[config.mk]
export PLATFORM = sky130hd
export DESIGN_NAME = dma2d_addr_gen
export DESIGN_NICKNAME = d
export VERILOG_FILES = /design/src/rtl/dma2d_pkg.sv /design/src/rtl/dma2d_cfg_reg.sv /design/src/rtl/dma2d_line_walk.sv /design/src/rtl/dma2d_ring_walk.sv /design/src/rtl/dma2d_addr_gen.sv
export SDC_FILE = /design/constraint.sdc
export NUM_CORES = 1
export LEC_CHECK = 0
export BUFFER_PORTS_ARGS = -buffer_cell sky130_fd_sc_hd__buf_2
export CORE_ASPECT_RATIO = 0.7
export CORE_MARGIN = 5
export CORE_UTILIZATION = 39
export DETAILED_ROUTE_END_ITERATION = 12
export SYNTH_ARGS = -nofsm -noshare
export SYNTH_HDL_FRONTEND = slang
export SYNTH_SLANG_ARGS = --single-unit
[constraint.sdc]
create_clock -name clk -period 16.63 [get_ports clk]
set_input_delay 3.326 -clock clk [delete_from_list [all_inputs] [get_ports clk]]
set_output_delay 3.326 -clock clk [all_outputs]
set_load 0.005 [all_outputs]
[src/rtl/dma2d_pkg.sv]
package dma2d_pkg;

  typedef enum logic [1:0] {
    ST_IDLE = 2'd0,
    ST_LINE = 2'd1,
    ST_RING = 2'd2
  } dma2d_state_e;

  function automatic int unsigned area_bits(input int unsigned lw);
    return 2 * lw + 1;
  endfunction

endpackage

[src/rtl/dma2d_cfg_reg.sv]
module dma2d_cfg_reg #(
  parameter int AW     = 32,
  parameter int LW     = 16,
  parameter int AREA_W = 2 * LW + 1
) (
  input  logic              clk,
  input  logic              rst_n,
  input  logic              load,
  input  logic [AW-1:0]     base_in,
  input  logic [LW-1:0]     xlen_in,
  input  logic [LW-1:0]     ylen_in,
  input  logic [LW-1:0]     width_in,
  output logic [AW-1:0]     base_q,
  output logic [LW-1:0]     xlen_q,
  output logic [LW-1:0]     ylen_q,
  output logic [LW-1:0]     width_q,
  output logic [AREA_W-1:0] area_q,
  output logic [AREA_W-1:0] half_q
);

  logic [AREA_W-1:0] area_d;

  // ring size in words: pitch times number of lines
  always_comb begin
    area_d = AREA_W'(width_in) * (AREA_W'(ylen_in) + AREA_W'(1));
  end

  always_ff @(posedge clk) begin
    if (!rst_n) begin
      base_q  <= '0;
      xlen_q  <= '0;
      ylen_q  <= '0;
      width_q <= '0;
      area_q  <= '0;
    end else if (load) begin
      base_q  <= base_in;
      xlen_q  <= xlen_in;
      ylen_q  <= ylen_in;
      width_q <= width_in;
      area_q  <= area_d;
    end
  end

  // first-half boundary rounds down for odd ring sizes
  assign half_q = area_q >> 1;

endmodule

[src/rtl/dma2d_line_walk.sv]
module dma2d_line_walk #(
  parameter int AW = 32,
  parameter int LW = 16
) (
  input  logic          clk,
  input  logic          rst_n,
  input  logic          clear,
  input  logic          step,
  input  logic [AW-1:0] base_in,
  input  logic [LW-1:0] xlen,
  input  logic [LW-1:0] ylen,
  input  logic [LW-1:0] width,
  output logic [AW-1:0] addr,
  output logic          last
);

  logic [LW-1:0] col_q;
  logic [LW-1:0] line_q;
  logic [AW-1:0] line_base_q;
  logic          end_of_line;
  logic          end_of_walk;

  assign end_of_line = (col_q == xlen - LW'(1));
  assign end_of_walk = (line_q == ylen);

  always_ff @(posedge clk) begin
    if (!rst_n) begin
      col_q       <= '0;
      line_q      <= '0;
      line_base_q <= '0;
    end else if (clear) begin
      col_q       <= '0;
      line_q      <= '0;
      line_base_q <= base_in;
    end else if (step) begin
      if (end_of_line) begin
        col_q       <= '0;
        line_q      <= line_q + LW'(1);
        line_base_q <= line_base_q + AW'(width);
      end else begin
        col_q <= col_q + LW'(1);
      end
    end
  end

  assign addr = line_base_q + AW'(col_q);
  assign last = end_of_line & end_of_walk;

endmodule

[src/rtl/dma2d_ring_walk.sv]
module dma2d_ring_walk #(
  parameter int AREA_W = 33
) (
  input  logic              clk,
  input  logic              rst_n,
  input  logic              clear,
  input  logic              step,
  input  logic [AREA_W-1:0] area,
  input  logic [AREA_W-1:0] half,
  output logic [AREA_W-1:0] off,
  output logic              boundary
);

  logic [AREA_W-1:0] off_q;
  logic [AREA_W-1:0] off_nxt;
  logic              at_wrap;
  logic              at_half;

  assign off_nxt = off_q + AREA_W'(1);
  assign at_wrap = (off_nxt == area);
  assign at_half = (off_nxt == half);

  always_ff @(posedge clk) begin
    if (!rst_n) begin
      off_q <= '0;
    end else if (clear) begin
      off_q <= '0;
    end else if (step) begin
      off_q <= at_wrap ? '0 : off_nxt;
    end
  end

  assign off      = off_q;
  assign boundary = at_wrap | at_half;

endmodule

[src/rtl/dma2d_addr_gen.sv]
module dma2d_addr_gen #(
  parameter int AW = 32,
  parameter int LW = 16
) (
  input  logic          clk,
  input  logic          rst_n,
  input  logic          start_i,
  input  logic          stop_i,
  input  logic [AW-1:0] base_i,
  input  logic [LW-1:0] xlen_i,
  input  logic [LW-1:0] ylen_i,
  input  logic [LW-1:0] width_i,
  output logic          busy_o,
  output logic          addr_valid_o,
  input  logic          addr_ready_i,
  output logic [AW-1:0] addr_o,
  output logic          done_o,
  output logic          half_o
);
  import dma2d_pkg::*;

  localparam int AREA_W = 2 * LW + 1;

  dma2d_state_e      state_q;
  logic              load;
  logic              fire;
  logic              step_line;
  logic              step_ring;
  logic              line_last;
  logic              ring_bnd;
  logic              done_q;
  logic              half_q;
  logic [AW-1:0]     base_q;
  logic [LW-1:0]     xlen_q;
  logic [LW-1:0]     ylen_q;
  logic [LW-1:0]     width_q;
  logic [AREA_W-1:0] area_q;
  logic [AREA_W-1:0] half_sz;
  logic [AREA_W-1:0] ring_off;
  logic [AW-1:0]     line_addr;

  assign load      = (state_q == ST_IDLE) & start_i & ~stop_i;
  assign fire      = addr_valid_o & addr_ready_i;
  assign step_line = fire & ~stop_i & (state_q == ST_LINE);
  assign step_ring = fire & ~stop_i & (state_q == ST_RING);

  dma2d_cfg_reg #(.AW(AW), .LW(LW), .AREA_W(AREA_W)) cfg_i (
    .clk      (clk),
    .rst_n    (rst_n),
    .load     (load),
    .base_in  (base_i),
    .xlen_in  (xlen_i),
    .ylen_in  (ylen_i),
    .width_in (width_i),
    .base_q   (base_q),
    .xlen_q   (xlen_q),
    .ylen_q   (ylen_q),
    .width_q  (width_q),
    .area_q   (area_q),
    .half_q   (half_sz)
  );

  dma2d_line_walk #(.AW(AW), .LW(LW)) line_i (
    .clk     (clk),
    .rst_n   (rst_n),
    .clear   (load),
    .step    (step_line),
    .base_in (base_i),
    .xlen    (xlen_q),
    .ylen    (ylen_q),
    .width   (width_q),
    .addr    (line_addr),
    .last    (line_last)
  );

  dma2d_ring_walk #(.AREA_W(AREA_W)) ring_i (
    .clk      (clk),
    .rst_n    (rst_n),
    .clear    (load),
    .step     (step_ring),
    .area     (area_q),
    .half     (half_sz),
    .off      (ring_off),
    .boundary (ring_bnd)
  );

  always_ff @(posedge clk) begin
    if (!rst_n) begin
      state_q <= ST_IDLE;
      done_q  <= 1'b0;
      half_q  <= 1'b0;
    end else begin
      done_q <= 1'b0;
      half_q <= 1'b0;
      if (stop_i) begin
        state_q <= ST_IDLE;
      end else begin
        case (state_q)
          ST_IDLE: if (start_i) state_q <= (xlen_i == '0) ? ST_RING : ST_LINE;
          ST_LINE: if (fire && line_last) begin
            state_q <= ST_IDLE;
            done_q  <= 1'b1;
          end
          ST_RING: if (fire && ring_bnd) half_q <= 1'b1;
          default: state_q <= ST_IDLE;
        endcase
      end
    end
  end

  assign busy_o       = (state_q != ST_IDLE);
  assign addr_valid_o = busy_o;
  assign addr_o       = (state_q == ST_RING) ? base_q + AW'(ring_off) : line_addr;
  assign done_o       = done_q;
  assign half_o       = half_q;

endmodule

# [After elaboration in Yosys (flattened, before gate mapping)]
# Cells that the tools add are included.
# Widths: inputs -> output; s select.
[totals] reg_bits=214 word_cells=67 inputBits=85
[classes] reduce_logical=14 bitwise_logic=12 n_eq_ne=8 n_mux=12 add_sub_neg=8 n_mul=1
[op_table] op="$mux 32" count=4
[op_table] op="$add 32x16->32" count=2
[op_table] op="$add 33x1->33 const B" count=1
[op_table] op="$eq 33x32->1" count=1
[op_table] op="$eq 33x33->1" count=1
[op_table] op="$mul 16x33->33" count=1
[op_table] op="$mux 33" count=1
[op_table] op="$add 16x1->16 const B" count=2
[op_table] op="$add 32x32->32" count=1
[op_table] op="$eq 16x16->1" count=2
[op_table] op="$add 16x1->17 const B" count=1
[op_table] op="$logic_not 16->1" count=1
[op_table] op="$mux 16" count=1
[op_table] op="$sub 16x1->16 const B" count=1
[op_table] op="$and 1x1->1" count=7
[op_table] op="$mux 2" count=3
[op_table] op="$pmux 2 s3" count=1
[op_table] op="$reduce_bool 2->1" count=3
[op_table] op="$reduce_or 3->1" count=2
[op_table] op="$not 1->1" count=4
[op_table] op="$reduce_and 2->1" count=2
[op_table] op="$reduce_or 2->1" count=2
[op_table] op="$reduce_and 3->1" count=1
[op_table] op="$eq 2x1->1 const B" count=1
[op_table] op="7 further kinds" count=9

# [Depth between registers and ports, before layout]
[logic_depth] ltp_word=6 mapped_depth=30

# [Modules after synthesis]
# A second synthesis with hierarchy kept.
[unflattened] hier_cells=3085 area_unflattened_um2=25485.7
[by_module_without_submodules] mod="dma2d_cfg_reg" cells_per_inst=1535 instances=1 area_each_um2=13958.4
[by_module_without_submodules] mod="dma2d_line_walk" cells_per_inst=696 instances=1 area_each_um2=5534.1
[by_module_without_submodules] mod="dma2d_ring_walk" cells_per_inst=491 instances=1 area_each_um2=3597.2
[by_module_without_submodules] mod="dma2d_addr_gen" cells_per_inst=363 instances=1 area_each_um2=2396.0

# [Worst setup path after synthesis]
# OpenSTA, ideal clock, no wires.
[synth_path] kind="in2reg" start="input port ylen_i[4]" end="register cfg_i.area_q[28]" path_slack_ns=6.270 setup_time_ns=0.117 t_arrival_ns=10.243 stages=26 path_buffers=1 required_ns=16.513 path_cell_list="and3_1 -> nand3_1 -> inv_1 -> nand3_1 -> nor3_1 -> xor2_1 -> clkbuf_1 -> nand2_1 -> fa_1 -> fa_1 -> inv_1 -> fa_1 -> fa_1 -> fa_1 -> inv_1 -> fa_1 -> inv_1 -> ha_1 -> and4_1 -> and4_1 -> a221o_1 -> a311o_1 -> o41ai_1 -> o21ai_0 -> a211o_1 -> a32o_1"
[synth_via] elab_chain_len=2
[synth_lines] element="start, declared" line_no="dma2d_addr_gen.sv:11" source="input logic [LW-1:0] ylen_i,"
[synth_lines] element="$add 16x1->17" line_no="dma2d_cfg_reg.sv:25" source="area_d = AREA_W'(width_in) * (AREA_W'(ylen_in) + AREA_W'(1));"
[synth_lines] element="$mul 16x33->33" line_no="dma2d_cfg_reg.sv:25"
[synth_lines] element="end signal, assigned" line_no="dma2d_cfg_reg.sv:40" source="area_q <= area_d;"
[synth_lines] element="end, declared" line_no="dma2d_cfg_reg.sv:17" source="output logic [AREA_W-1:0] area_q,"
# No other way between the ends.
# A chain may end at the register's enable or synchronous reset.

# [Final worst setup path]
[layout_path] start="input port ylen_i[0]" end="register cfg_i.area_q[28]"
# Same word-level chain as after synthesis.

==> run_results.csv <==
group,metric,value,unit
placement,io_buffers,120,
global_route,track_usage,20.7,%
synth,synth-warning-count,0,
finish,fin_nets,3542,
synth,synth_seq_cells,214,
synth,synth_area_leaders,"dfxtp_1 18%, fa_1 17%, ha_1 8.9%, nand2_1 7.6%, xnor2_1 5.3%",
floorplan,io_pins,121,
sta,fin_setup_tns,0,ns
sta,tightest_slew,1.25,ns
worst_setup_path,critPathCaptureType,"register",
finish,final_cell_area,0.0263,mm²
synth,syn-num-nets,3529,
global_route,grt_antenna_before_repair,0,
worst_setup_path,cp.required,17.05,ns
min_path,holdCritPathClass,"reg2reg",
power,switching_share,47.4,%
power,power_frac_comb,68.6,%
power,irDropWorstVdd,258,µV
power,p_sw,0.00177,W
routing,drtIter0Drc,1576,
clocking,cts_tree,"done",
routing,ant_nets,0,
clocking,cts.path.max_buffers,3,
floorplan,die_y,218,µm
routing,avgRoutedWirePerCell,18.0,µm
floorplan,initial_core_util,39.4,%
routing,vias,21036,
worst_setup_path,cp_max_fo,20,
synth,synth_flop_cell,"dfxtp_1",
clocking,clock_latency,0.54,ns
clocking,cts_root_buf,"clkbuf_16",
synth,syn_inst,3060,
placement,gp_congestion,0.919,
sta,final.min_clock_period,10.92,ns
finish,mostFrequentLayoutCells,"487 x nand2_1, 284 x inv_1, 214 x dfxtp_1",
floorplan,coreArea,0.0614,mm²
sta,setup_viol,0,
power,pwr-share-clk,15.6,%
floorplan,die_area,0.0672,mm²
global_route,grt_overflow,0,
power,pwr-share-seq,15.8,%
synth,synthArstFlopShare,0,%
sta,slew_viol_final,0,
finish,final_common_cell,"nand2_1",
routing,firstDrtPassIters,5,
clocking,cts_hold_buf,0,
power,internal-power,0.00196,W
synth,synthesis.area,0.0242,mm²
global_route,grt_max_degree,89,
clocking,htreeDepth,1,
clocking,cts_resized,0,
floorplan,die_w,308,µm
synth,synth_top_area_share,17.7,%
finish,drive_gt1_share,7.25,%
placement,dp_hpwl,54.4,mm
synth,synth_edf_count,0,
worst_setup_path,worstSetupStartpointType,"input pin",
clocking,post_cts.repair.setup_buffers,0,
sta,finClkSkew,0.0136,ns
clocking,cts.clk_slew.worst_paths,0.06,ns
global_route,grt_first_pass_wirelength,114,mm
worst_setup_path,max_stage_delay,0.74,ns
sta,slew-limit-headroom,16.7,%
clocking,numCtsBuffers,24,
routing,vias_per_cell,5.38,
floorplan,core.rowCount,76,
worst_setup_path,worst-setup-path-type,"in2reg",
job,cap_violations,0,
clocking,cts.sinks,214,
sta,period_share,65.6,%
worst_setup_path,crit_arrival,11.34,ns
synth,yosysTopAreaCell,"dfxtp_1",
sta,finalHoldViolations,0,
routing,drc_errors,0,
finish,finish.utilization,42.8,%
routing,routed_wl,70.5,mm
sta,max_freq,91.6,MHz
placement,place_area,0.0254,mm²
sta,rsz0062_at_grt,"no",
global_route,grt_pass1_vias,20178,
synth,syn_area_per_cell,7.90,µm²
synth,ys_types,87,
power,p_leak,11.6,nW
finish,areaGrowthSynthToFinish,8.60,%
status,status,"finished clean",
power,powerDensity,142,mW/mm²
worst_setup_path,critPathSlowestCell,"o41ai_1",
synth,yosysSeqAreaShare,17.7,%
==> per-layer routing <==
layer / wire length [µm] / vias to the layer above / track usage [%] / part of all wire (%)
met4: 803 / 0 / 2.67 / 1.1
met2: 30100 / 590 / 31.9 / 43
met1: 35200 / 10140 / 31.4 / 50
met5: 0 / - / 0 / 0
met3: 4320 / 56 / 3.11 / 6.1
li1: - / 10250 / - / -
==> final timing paths <==
path	slack (ns)	startpoint	cells after the start	end
hold / removal	0.45	cfg_i.width_q[0]$_SDFFE_PN0P_	2	cfg_i.width_q[0]$_SDFFE_PN0P_
setup reg to reg	12.33	ring_i.off[0]$_SDFFE_PP0P_	11	half_o$_SDFF_PP0_
setup / recovery	5.71	ylen_i[0]	28	cfg_i.area_q[28]$_SDFFE_PN0P_
hold reg to reg	0.45	cfg_i.width_q[0]$_SDFFE_PN0P_	2	cfg_i.width_q[0]$_SDFFE_PN0P_
==> sequential cells by signal, indices dropped and copies added, names as in the netlist <==
signal	flops
cfg_i.area_q	33
cfg_i.base_q	32
cfg_i.width_q	16
cfg_i.xlen_q	16
cfg_i.ylen_q	16
done_o	1
half_o	1
line_i.col_q	16
line_i.line_base_q	32
line_i.line_q	16
ring_i.off	33
state_q	2
==> worst max-delay path: cells and delay by family <==
kind,cells,cell delay (ns)
XOR/XNOR,1,0.45
buffers and inverters,8,1.01
AO/OA/AOI/OAI,6,2.13
AND/OR/NAND/NOR,6,1.11
adder cells (fa/ha/maj),7,3.27
==> cell type report <==
class	count	area, µm²
Inverter	284	1070
Clock buffer	30	664
Clock inverter	14	188
Timing Repair Buffer	146	798
Tap cell	819	1020
Antenna cell	1	2.50
Fill cell	6207	35200
Sequential cell	214	4280
Multi-Input combinational cell	2403	18200
==> power groups by stage <==
stage	clock, W	sequential (W)	combinational, W
after floorplan	0	0.000583	0.00193
after global placement	0	0.000598	0.00255
after detailed placement	0	0.000598	0.00253
after CTS	0.000593	0.000587	0.00256
after global routing	0.000615	0.000591	0.00294
final	0.000581	0.000588	0.00256
==> through the flow <==
step | setup slack (ns) | hold slack (ns) | cells | power [W]
finish | 5.71 | 0.453 | 3911 | 0.00372
global placement | 5.47 | 0.438 | 3866 | 0.00315
detailed placement | 5.29 | 0.445 | 3866 | 0.00312
global route | 5.35 | 0.490 | 3910 | 0.00414
CTS | 5.81 | 0.456 | 3910 | 0.00373
floorplan | 6.27 | 0.427 | 3060 | 0.00252
==> synthesized netlist by cell type (6+ instances only) <==
cell / count
a211oi_1: 21
a21boi_0: 90
a21o_1: 26
a21oi_1: 124
a31oi_1: 18
and2_1: 154
and3_1: 55
and4_1: 13
buf_1: 12
buf_2: 15
clkbuf_1: 130
dfxtp_1: 214
fa_1: 211
ha_1: 173
inv_1: 284
nand2_1: 489
nand2b_1: 25
nand3_1: 90
nand4_1: 38
nor2_1: 154
nor2b_1: 26
nor3_1: 53
nor3b_1: 13
nor4_1: 51
nor4b_1: 7
o211ai_1: 13
o21a_1: 15
o21ai_0: 118
o21ai_1: 23
o21bai_1: 6
o31ai_1: 12
or2_2: 6
or3_1: 12
or4_1: 10
xnor2_1: 145
xor2_1: 113
==> cell families (layout without fill, tap and decap cells) <==
group	Yosys count	count (layout)	share of synthesized area (%)
simple gates	1223	1223	25.1
compound gates	528	528	13.9
buf+inv	443	474	6.98
fa+ha+maj	384	384	26.4
xor+xnor	260	260	9.53
flops	214	214	17.7
mux	8	8	0.347
other cells	0	1	0
(Power assumes the default switching activity.)
